[config.mk]
export PLATFORM = sky130hd
export DESIGN_NAME = ea_gen
export DESIGN_NICKNAME = d
export VERILOG_FILES = /design/src/rtl/ea_pkg.sv /design/src/rtl/ea_direct_calc.sv /design/src/rtl/ea_ptr_fetch.sv /design/src/rtl/ea_gen.sv
export SDC_FILE = /design/constraint.sdc
export NUM_CORES = 1
export LEC_CHECK = 0
export ABC_AREA = 1
export BUFFER_PORTS_ARGS = -buffer_cell sky130_fd_sc_hd__buf_2
export CAP_MARGIN = 20
export CORE_MARGIN = 5
export CORE_UTILIZATION = 62
export DETAILED_ROUTE_END_ITERATION = 7
export PLACE_DENSITY_LB_ADDON = 0.2
export SYNTH_ARGS = -nofsm -noshare
export SYNTH_HDL_FRONTEND = slang
export SYNTH_SLANG_ARGS = --single-unit
export TNS_END_PERCENT = 100
[constraint.sdc]
create_clock -name clk_i -period 5.6 [get_ports clk_i]
set_input_delay 0.28 -clock clk_i [delete_from_list [all_inputs] [get_ports clk_i]]
set_output_delay 0.28 -clock clk_i [all_outputs]
set_load 0.02 [all_outputs]
[src/rtl/ea_pkg.sv]
package ea_pkg;
  localparam int DW = 8;
  localparam int AW = 16;

  typedef enum logic [3:0] {
    M_ACC = 4'd0, M_IMP = 4'd1, M_IMM = 4'd2, M_ZP = 4'd3, M_ZPX = 4'd4,
    M_ZPY = 4'd5, M_REL = 4'd6, M_ABS = 4'd7, M_ABSX = 4'd8, M_ABSY = 4'd9,
    M_IND = 4'd10, M_PREX = 4'd11, M_POSTY = 4'd12
  } mode_e;

  typedef enum logic [1:0] {K_NONE = 2'd0, K_IMM = 2'd1, K_REL = 2'd2, K_ADDR = 2'd3} kind_e;

  typedef enum logic [1:0] {S_IDLE = 2'd0, S_LO = 2'd1, S_HI = 2'd2, S_FIN = 2'd3} fsm_e;
endpackage

[src/rtl/ea_direct_calc.sv]
module ea_direct_calc
  import ea_pkg::*;
#(
  parameter int DW = ea_pkg::DW,
  parameter int AW = ea_pkg::AW
) (
  input  logic [3:0]    mode_i,
  input  logic [DW-1:0] lo_i,
  input  logic [DW-1:0] hi_i,
  input  logic [DW-1:0] x_i,
  input  logic [DW-1:0] y_i,
  output logic [1:0]    kind_o,
  output logic [DW-1:0] value_o,
  output logic [AW-1:0] addr_o,
  output logic          is_zp_o,
  output logic          is_ptr_o,
  output logic [AW-1:0] ptr_o,
  output logic [AW-1:0] off_o
);
  localparam int PADW = AW - DW;

  logic [DW-1:0] zp_x, zp_y;
  logic [AW-1:0] abs_a, idx_x, idx_y;

  assign zp_x  = lo_i + x_i;
  assign zp_y  = lo_i + y_i;
  assign abs_a = {hi_i, lo_i};
  assign idx_x = {{PADW{1'b0}}, x_i};
  assign idx_y = {{PADW{1'b0}}, y_i};

  always_comb begin
    kind_o   = K_NONE;
    value_o  = '0;
    addr_o   = '0;
    is_zp_o  = 1'b0;
    is_ptr_o = 1'b0;
    ptr_o    = '0;
    off_o    = '0;
    case (mode_i)
      M_IMM:  begin kind_o = K_IMM; value_o = lo_i; end
      M_REL:  begin kind_o = K_REL; value_o = lo_i; end
      M_ZP:   begin kind_o = K_ADDR; addr_o = {{PADW{1'b0}}, lo_i}; is_zp_o = 1'b1; end
      M_ZPX:  begin kind_o = K_ADDR; addr_o = {{PADW{1'b0}}, zp_x}; is_zp_o = 1'b1; end
      M_ZPY:  begin kind_o = K_ADDR; addr_o = {{PADW{1'b0}}, zp_y}; is_zp_o = 1'b1; end
      M_ABS:  begin kind_o = K_ADDR; addr_o = abs_a; end
      M_ABSX: begin kind_o = K_ADDR; addr_o = abs_a + idx_x; end
      M_ABSY: begin kind_o = K_ADDR; addr_o = abs_a + idx_y; end
      M_IND:  begin kind_o = K_ADDR; is_ptr_o = 1'b1; ptr_o = abs_a; end
      M_PREX: begin kind_o = K_ADDR; is_ptr_o = 1'b1; ptr_o = {{PADW{1'b0}}, zp_x}; end
      M_POSTY: begin
        kind_o = K_ADDR; is_ptr_o = 1'b1;
        ptr_o  = {{PADW{1'b0}}, lo_i};
        off_o  = idx_y;
      end
      default: ;
    endcase
  end
endmodule

[src/rtl/ea_ptr_fetch.sv]
module ea_ptr_fetch
  import ea_pkg::*;
#(
  parameter int DW = ea_pkg::DW,
  parameter int AW = ea_pkg::AW
) (
  input  logic          clk_i,
  input  logic          rst_ni,
  input  logic          start_i,
  input  logic [AW-1:0] ptr_i,
  input  logic [AW-1:0] off_i,
  input  logic [DW-1:0] rd_data_i,
  output logic          rd_en_o,
  output logic [AW-1:0] rd_addr_o,
  output logic          busy_o,
  output logic          fin_o,
  output logic [AW-1:0] ea_o
);
  fsm_e          state_q;
  logic [AW-1:0] ptr_q, off_q;
  logic [DW-1:0] lo_q;

  always_ff @(posedge clk_i or negedge rst_ni) begin
    if (!rst_ni) begin
      state_q <= S_IDLE;
      ptr_q   <= '0;
      off_q   <= '0;
      lo_q    <= '0;
    end else begin
      case (state_q)
        S_IDLE: if (start_i) begin
          ptr_q   <= ptr_i;
          off_q   <= off_i;
          state_q <= S_LO;
        end
        S_LO:  state_q <= S_HI;
        S_HI: begin
          lo_q    <= rd_data_i;
          state_q <= S_FIN;
        end
        default: state_q <= S_IDLE;
      endcase
    end
  end

  assign busy_o    = (state_q != S_IDLE);
  assign rd_en_o   = (state_q == S_LO) || (state_q == S_HI);
  // pointer high byte sits at the next byte of the full address space
  assign rd_addr_o = (state_q == S_HI) ? ptr_q + 1'b1 : ptr_q;
  assign fin_o     = (state_q == S_FIN);
  assign ea_o      = {rd_data_i, lo_q} + off_q;

  a_r7_hi_read_follows_lo: assert property (@(posedge clk_i) disable iff (!rst_ni)
    (state_q == S_HI) |-> (rd_addr_o == AW'($past(rd_addr_o) + 1'b1)));

  a_r10_read_only_when_busy: assert property (@(posedge clk_i) disable iff (!rst_ni)
    rd_en_o |-> busy_o);
endmodule

[src/rtl/ea_gen.sv]
module ea_gen
  import ea_pkg::*;
#(
  parameter int DW = ea_pkg::DW,
  parameter int AW = ea_pkg::AW
) (
  input  logic          clk_i,
  input  logic          rst_ni,
  input  logic          req_i,
  input  logic [3:0]    mode_i,
  input  logic [DW-1:0] op_lo_i,
  input  logic [DW-1:0] op_hi_i,
  input  logic [DW-1:0] x_i,
  input  logic [DW-1:0] y_i,
  output logic          busy_o,
  output logic          done_o,
  output logic [1:0]    kind_o,
  output logic [DW-1:0] value_o,
  output logic [AW-1:0] addr_o,
  output logic          rd_en_o,
  output logic [AW-1:0] rd_addr_o,
  input  logic [DW-1:0] rd_data_i
);
  logic [1:0]    c_kind;
  logic [DW-1:0] c_value;
  logic [AW-1:0] c_addr, c_ptr, c_off, f_ea;
  logic          c_zp, c_ptr_mode, f_busy, f_fin, accept;
  logic          done_q, zp_q;
  logic [1:0]    kind_q;
  logic [DW-1:0] value_q;
  logic [AW-1:0] addr_q;

  ea_direct_calc #(.DW(DW), .AW(AW)) u_calc (
    .mode_i(mode_i), .lo_i(op_lo_i), .hi_i(op_hi_i), .x_i(x_i), .y_i(y_i),
    .kind_o(c_kind), .value_o(c_value), .addr_o(c_addr), .is_zp_o(c_zp),
    .is_ptr_o(c_ptr_mode), .ptr_o(c_ptr), .off_o(c_off)
  );

  assign accept = req_i && !f_busy;

  ea_ptr_fetch #(.DW(DW), .AW(AW)) u_fetch (
    .clk_i(clk_i), .rst_ni(rst_ni), .start_i(accept && c_ptr_mode),
    .ptr_i(c_ptr), .off_i(c_off), .rd_data_i(rd_data_i),
    .rd_en_o(rd_en_o), .rd_addr_o(rd_addr_o), .busy_o(f_busy),
    .fin_o(f_fin), .ea_o(f_ea)
  );

  always_ff @(posedge clk_i or negedge rst_ni) begin
    if (!rst_ni) begin
      done_q  <= 1'b0;
      zp_q    <= 1'b0;
      kind_q  <= K_NONE;
      value_q <= '0;
      addr_q  <= '0;
    end else begin
      done_q <= 1'b0;
      if (f_fin) begin
        done_q  <= 1'b1;
        zp_q    <= 1'b0;
        kind_q  <= K_ADDR;
        value_q <= '0;
        addr_q  <= f_ea;
      end else if (accept && !c_ptr_mode) begin
        done_q  <= 1'b1;
        zp_q    <= c_zp;
        kind_q  <= c_kind;
        value_q <= c_value;
        addr_q  <= c_addr;
      end
    end
  end

  assign busy_o  = f_busy;
  assign done_o  = done_q;
  assign kind_o  = kind_q;
  assign value_o = value_q;
  assign addr_o  = addr_q;

  a_r5_zero_page_stays: assert property (@(posedge clk_i) disable iff (!rst_ni)
    (done_o && zp_q) |-> (addr_o[AW-1:DW] == '0));

  a_r10_no_done_while_busy: assert property (@(posedge clk_i) disable iff (!rst_ni)
    busy_o |-> !done_o);

  a_r12_hold_between_done: assert property (@(posedge clk_i) disable iff (!rst_ni)
    (!done_o && !$past(f_fin) && !$past(accept)) |-> $stable(addr_o));
endmodule

Word-level counts from Yosys, hierarchy flattened
Index checks and enable logic that the tools add are counted.
W data, S select, Z words.
{ "op_classes": {"n_eq_ne": 15, "bitwise_logic": 0, "addsub": 6, "n_reduce_logical": 13, "div": 0, "n_mul": 0, "n_shift": 0, "magnitude_cmp": 0, "mux": 17} }
{ "ops": {"columns": ["cell", "count"], "rows": [
  ["$pmux W16 S6", 1],
  ["$mux W16", 3],
  ["$pmux W16 S3", 1],
  ["$add A16 B8 Y16", 2],
  ["$mux W8", 4],
  ["$eq A4 B4 Y1 const B", 5],
  ["$add A16 B1 Y16 const B", 1],
  ["$add A16 B16 Y16", 1],
  ["$add A8 B8 Y8", 2],
  ["$eq A4 B3 Y1 const B", 4],
  ["$pmux W2 S3", 2],
  ["$reduce_or A9 Y1", 1],
  ["$eq A4 B2 Y1 const B", 2],
  ["$mux W2", 3],
  ["$eq A2 B2 Y1 const B", 2],
  ["$reduce_bool A2 Y1", 2],
  ["$logic_and A1 B1 Y1", 3],
  ["$mux W1", 3],
  ["$reduce_or A3 Y1", 1],
  ["$eq A2 B1 Y1 const B", 1],
  ["$logic_not A1 Y1", 2],
  ["$logic_not A2 Y1", 1],
  ["$ne A2 B1 Y1 const B", 1],
  ["$reduce_and A2 Y1", 1],
  ["other kinds (2)", 2]
]} }
{ "word_totals": {"n_memories": 0, "out_inout_bits": 45, "register_bits": 69, "in_bits": 47, "elab_cells": 59, "latch_bits": 0, "mem_bits_rw": 0, "romBits": 0} }

Logic depth before layout (Yosys ltp)
{ "logic_depth": {"depth_word": 7, "ltp_mapped": 19, "depth_no_buf": 19} }

Cells and area by module
Synthesis repeated with hierarchy kept, for this count alone.
{ "unflattened": {"cells_unflattened": 982, "hier_area_um2": 6402.4} }
{ "modules_own_cells": {"columns": ["mod", "area_per_inst_um2", "instances", "seq_area_each_um2", "cells_per_inst"], "rows": [
  ["ea_ptr_fetch", 2887.8, 1, 1051.0, 383],
  ["ea_direct_calc", 2187.1, 1, 0.0, 426],
  ["ea_gen", 1327.5, 1, 675.6, 173]
]} }

Worst setup path after synthesis
Ideal clock, no wire load.
{ "synth_timing": {"kind": "input -> register", "from": "in mode_i[0]", "to": "reg addr_q[8] (netlist: addr_o[8])", "stages": 17, "n_path_buf": 0, "required_time_ns": 5.482, "setup_ns": 0.118, "setup_slack_ns": 3.219, "t_arrival_ns": 2.263, "path_cell_list": "inv_1 -> nor2_1 -> nand2_1 -> mux2_2 -> ha_1 -> inv_1 -> fa_1 -> nor2_1 -> nand2_1 -> nand3_1 -> nand2_1 -> nand2_1 -> nor2_1 -> o21ai_0 -> nand2_1 -> a21oi_1 -> nor2_1"} }
{ "synth_between": {"elab_chain_len": 6, "elab_cells_between_ends": 17, "cone_classes": "9 x eq/ne; 4 x mux; 4 x reduce/logical"} }
{ "synth_rtl": {"columns": ["item", "line", "rtl"], "rows": [
  ["start, declared", "ea_gen.sv:10", "input logic [3:0] mode_i,"],
  ["$eq A4 B4 Y1", "ea_direct_calc.sv:39", "case (mode_i)"],
  ["$reduce_or A3 Y1 (no source line)", null, null],
  ["$mux W1", "ea_direct_calc.sv:39", null],
  ["$logic_not A1 Y1", "ea_gen.sv:63", "end else if (accept && !c_ptr_mode) begin"],
  ["$logic_and A1 B1 Y1", "ea_gen.sv:63", null],
  ["$reduce_bool A2 Y1 (no source line)", null, null],
  ["end signal, assigned", "ea_gen.sv:68", "addr_q <= c_addr;"],
  ["end, declared", "ea_gen.sv:31", "logic [AW-1:0] addr_q;"]
]} }
Parallel ways exist; a longest one is shown, timed or not. The select of a mux whose other input is x is not followed.
A chain may end at the register's enable or synchronous reset.

Worst setup path in the final report
{ "layout_timing": {"from": "reg u_fetch.state_q[0]", "to": "out rd_addr_o[14]"} }
{ "layout_between": {"elab_chain_len": 2} }
{ "layout_rtl": {"columns": ["item", "line", "rtl"], "rows": [
  ["start, declared", "ea_ptr_fetch.sv:19", "fsm_e state_q;"],
  ["start signal, assigned", "ea_ptr_fetch.sv:25", "state_q <= S_IDLE;"],
  ["start signal, assigned", "ea_ptr_fetch.sv:34", "state_q <= S_LO;"],
  ["start signal, assigned", "ea_ptr_fetch.sv:36", "S_LO: state_q <= S_HI;"],
  ["$eq A2 B2 Y1", "ea_ptr_fetch.sv:49", "assign rd_addr_o = (state_q == S_HI) ? ptr_q + 1'b1 : ptr_q;"],
  ["$mux W16", "ea_ptr_fetch.sv:49", null],
  ["end, declared", "ea_gen.sv:21", "output logic [AW-1:0] rd_addr_o,"]
]} }
Every way passes these cells.

==> run summary <==
result of the run - finished, final reports clean
Yosys top cell by area - dfrtp_1
number of detailed-routing iterations run before antenna repair - 5
fraction of final layout cells with drive strength greater than 1 - 15.1%
die boundary height - 102 um
endpoint type of the worst setup path - output pin
post-CTS setup buffer count - 0
CP required - 5.32 ns
primary flip-flop cell chosen by synthesis mapping - dfrtp_1
RSZ-0062 raised after global routing - false
Overflow after GRT - 0
cell with the largest stage delay on the worst path - dfrtp_1
TritonCTS clock tree - done
arrival time of data at the critical path endpoint - 2.97 ns
Warnings, synthesis - 0
Post-synth EDFFs - 0
worst min-delay path class - in2async
number of clock sinks - 61
initial cell density of the core - 64.0%
Async SR Flop Fraction - 100%
number of distinct library cell variants in the gate-level netlist after synthesis - 40
global routing usage summed across all routing layers - 34.8%
routed wirelength normalized by instance count - 17.4 um
cell at the root of the clock tree - clkbuf_8
leakage power figure - 3.35 nW
number of buffers inserted for hold repair after clock tree synthesis - 0
average cell area after synthesis - 6.66 sq um
Hold Fails Final Rpt - 0
post-synthesis sequential element count - 61
maximum number of pins on one net before global-route repair - 62
maximum clock frequency - 307 MHz
ordered cell list for the critical path - inv_1 > ha_1 > inv_1 > nor2_1 > nand2_1 > inv_1 > nand3_1 > inv_1 > nand3_1 > nor2_1 > xor2_1 > buf_2
MaxCap Viol Count - 0
area of the core region - 8260 sq um
critical path class - reg2out
area share of the largest cell type after synthesis - 28.9%
WP buf/inv - 5
number of primary I/O pins - 92
# nets final - 970
Die Outline Area - 10500 sq um
vias - 5720
most common cell type on the critical path - inv_1
Chip Width - 102 um
post-route DRC violation count - 0
power density cells - 388 nW/um^2
net count after synthesis - 882
final total negative setup slack - 0 ns
Period minus WS final - 3.25 ns
Fin Clk Skew - 0.0124 ns
Resized Gates After CTS - 0
Least-Margin Pin Slew - 0.934 ns
Longest Clk Path Bufs - 2
maximum VDD drop - 0.205 mV
Mapped Area - 5290 sq um
global-route wire length before repair - 28000 um
top area cells in the synthesized netlist - dfrtp_1 29%, nand2_1 17%, ha_1 8.8%
Top Family by Delay on Critical Path - simple AND/OR/NAND/NOR gates
most frequent cells after synthesis - 246 x nand2_1, 102 x inv_1, 75 x nand3_1
gate count after technology mapping - 794
clock-pin slew on the worst setup and hold paths - 0.08 ns
number of cell rows - 33
vias in the first global route - 5617
number of nets still failing antenna checks after routing - 0
number of violations reported at the end of detailed-routing iteration 0 - 506
CTS Buf Count - 9
number of levels in the clock H-tree - 3
Routability Congestion - 1.02
Port Buffer Count - 91
number of antenna violations at the first check in global routing - 0
per-cell via count in the routed design - 5.77
Antenna Cells - 0
cell with the most instances after synthesis - nand2_1
Worst Hold Slack - 0.0902 ns
worst skew pair latency - 0.35 ns
final setup violation count - 0
stage delay of the slowest cell on the critical path - 0.41 ns
total count of max-transition violations in the final report - 0
Crit Path Max Fanout - 15
HPWL Detailed - 13400 um
sequential area share after synthesis - 28.9%
headroom to the max-slew limit - 37.6%
startpoint class of the critical path - flip-flop
post-synthesis to final-layout area growth - 13.9%
period utilization - 58.1%
Routed WL - 17200 um
==> per-layer routing <==
metal  vias up  share of wire [%]  global-route usage [%]
li1       2775                  -                       -
met1      2649                 42                    47.2
met2       255                 47                    56.0
met3        41                7.9                    6.14
met4         0                3.3                    12.8
met5         -                  0                       0
==> metrics by stage <==
step           power [mW]  instances  instance area (sq um)  util, %  setup slack [ns]
2_1_floorplan        1.52        794                   5290        -              3.22
3_3_place_gp         1.84        976                   5800     70.2              2.82
3_5_place_dp         1.87        976                   5800     70.2              2.75
5_1_grt              2.51        992                   6020     72.9              1.96
6_report             2.34        992                   6020     72.9              2.35
4_1_cts              2.32        992                   6020     72.9              2.37
==> worst register-to-register path: cells and delay by family (launching register included) <==
family          cells  cell delay, ns
fa+ha+maj           1            0.23
buf+inv             3            0.69
simple gates        3            1.05
flops               1            0.39
compound gates      1            0.12
==> area by class of cell <==
cell class | count | area, sq um
clock inverters | 7 | 98.8
multi-input cells | 610 | 3270
repair buffers | 93 | 470
clock buffers | 9 | 124
well taps | 105 | 131
fillers | 695 | 2240
inverters | 107 | 402
flip-flops and latches | 61 | 1530
==> sequential cells by signal, summed over array words and instances, names as in the netlist <==
register / cells
addr_o: 16
u_fetch.ptr_q: 16
u_fetch.lo_q: 8
u_fetch.off_q: 8
value_o: 8
kind_o: 2
u_fetch.state_q: 2
done_o: 1
==> power breakdown <==
| group | internal [mW] | switching, mW |
|---|---|---|
| Sequential | 0.608 | 0.115 |
| Clock | 0.253 | 0.192 |
| Combinational | 0.374 | 0.794 |
| Total | 1.23 | 1.10 |
==> cell usage in the layout, fill, tap and decap left out, types with 2 or more instances in the layout <==
cell         n
ha_1        37
buf_2       91
nand4_1     16
xnor2_1      3
nand2_1    246
a21boi_0     4
or2_2        4
o22ai_1      2
nor3_1       5
clkbuf_8     9
o31ai_1      2
xor2_1      16
nand3b_1     6
fa_1         4
a21oi_1     38
a31oi_1      5
nor2_2       2
mux2_2       7
buf_4        2
dfrtp_1     61
nand3_1     75
a221oi_1     2
inv_1      102
clkinv_4     2
bufinv_16    2
o21ai_0     55
nor2_4       5
nor2_1      63
a22oi_1      3
inv_2        4
==> worst paths after layout <==
kind / startpoint / endpoint / slack, ns / cells past startpoint
max: u_fetch.state_q[0]$_DFFE_PN0P_ / rd_addr_o[14] / 2.35 / 12
min: rst_ni / u_fetch.state_q[1]$_DFFE_PN0P_ / 0.09 / 2
max reg2reg: u_fetch.state_q[0]$_DFFE_PN0P_ / u_fetch.ptr_q[11]$_DFFE_PN0P_ / 2.98 / 8
min reg2reg: addr_o[10]$_DFFE_PN0P_ / addr_o[10]$_DFFE_PN0P_ / 0.48 / 2
max in group asynchronous: rst_ni / addr_o[13]$_DFFE_PN0P_ / 4.99 / 2
min in group clk_i: rd_data_i[7] / u_fetch.lo_q[7]$_DFFE_PN0P_ / 0.21 / 3
==> logic make-up (layout without fill, tap and decap cells) <==
kind of cell               after synthesis  count (layout)  share of synthesized area, %
and+or+nand+nor                        427             427                          34.9
buffers and inverters                  123             216                          9.30
AOI/OAI and AO/OA                      116             116                          12.0
DFF                                     61              61                          28.9
adders and majority gates               41              41                          10.3
xor gates and xnor gates                19              19                          3.15
muxes                                    7               7                          1.49
No activity file was read; power rests on OpenSTA's default activity.
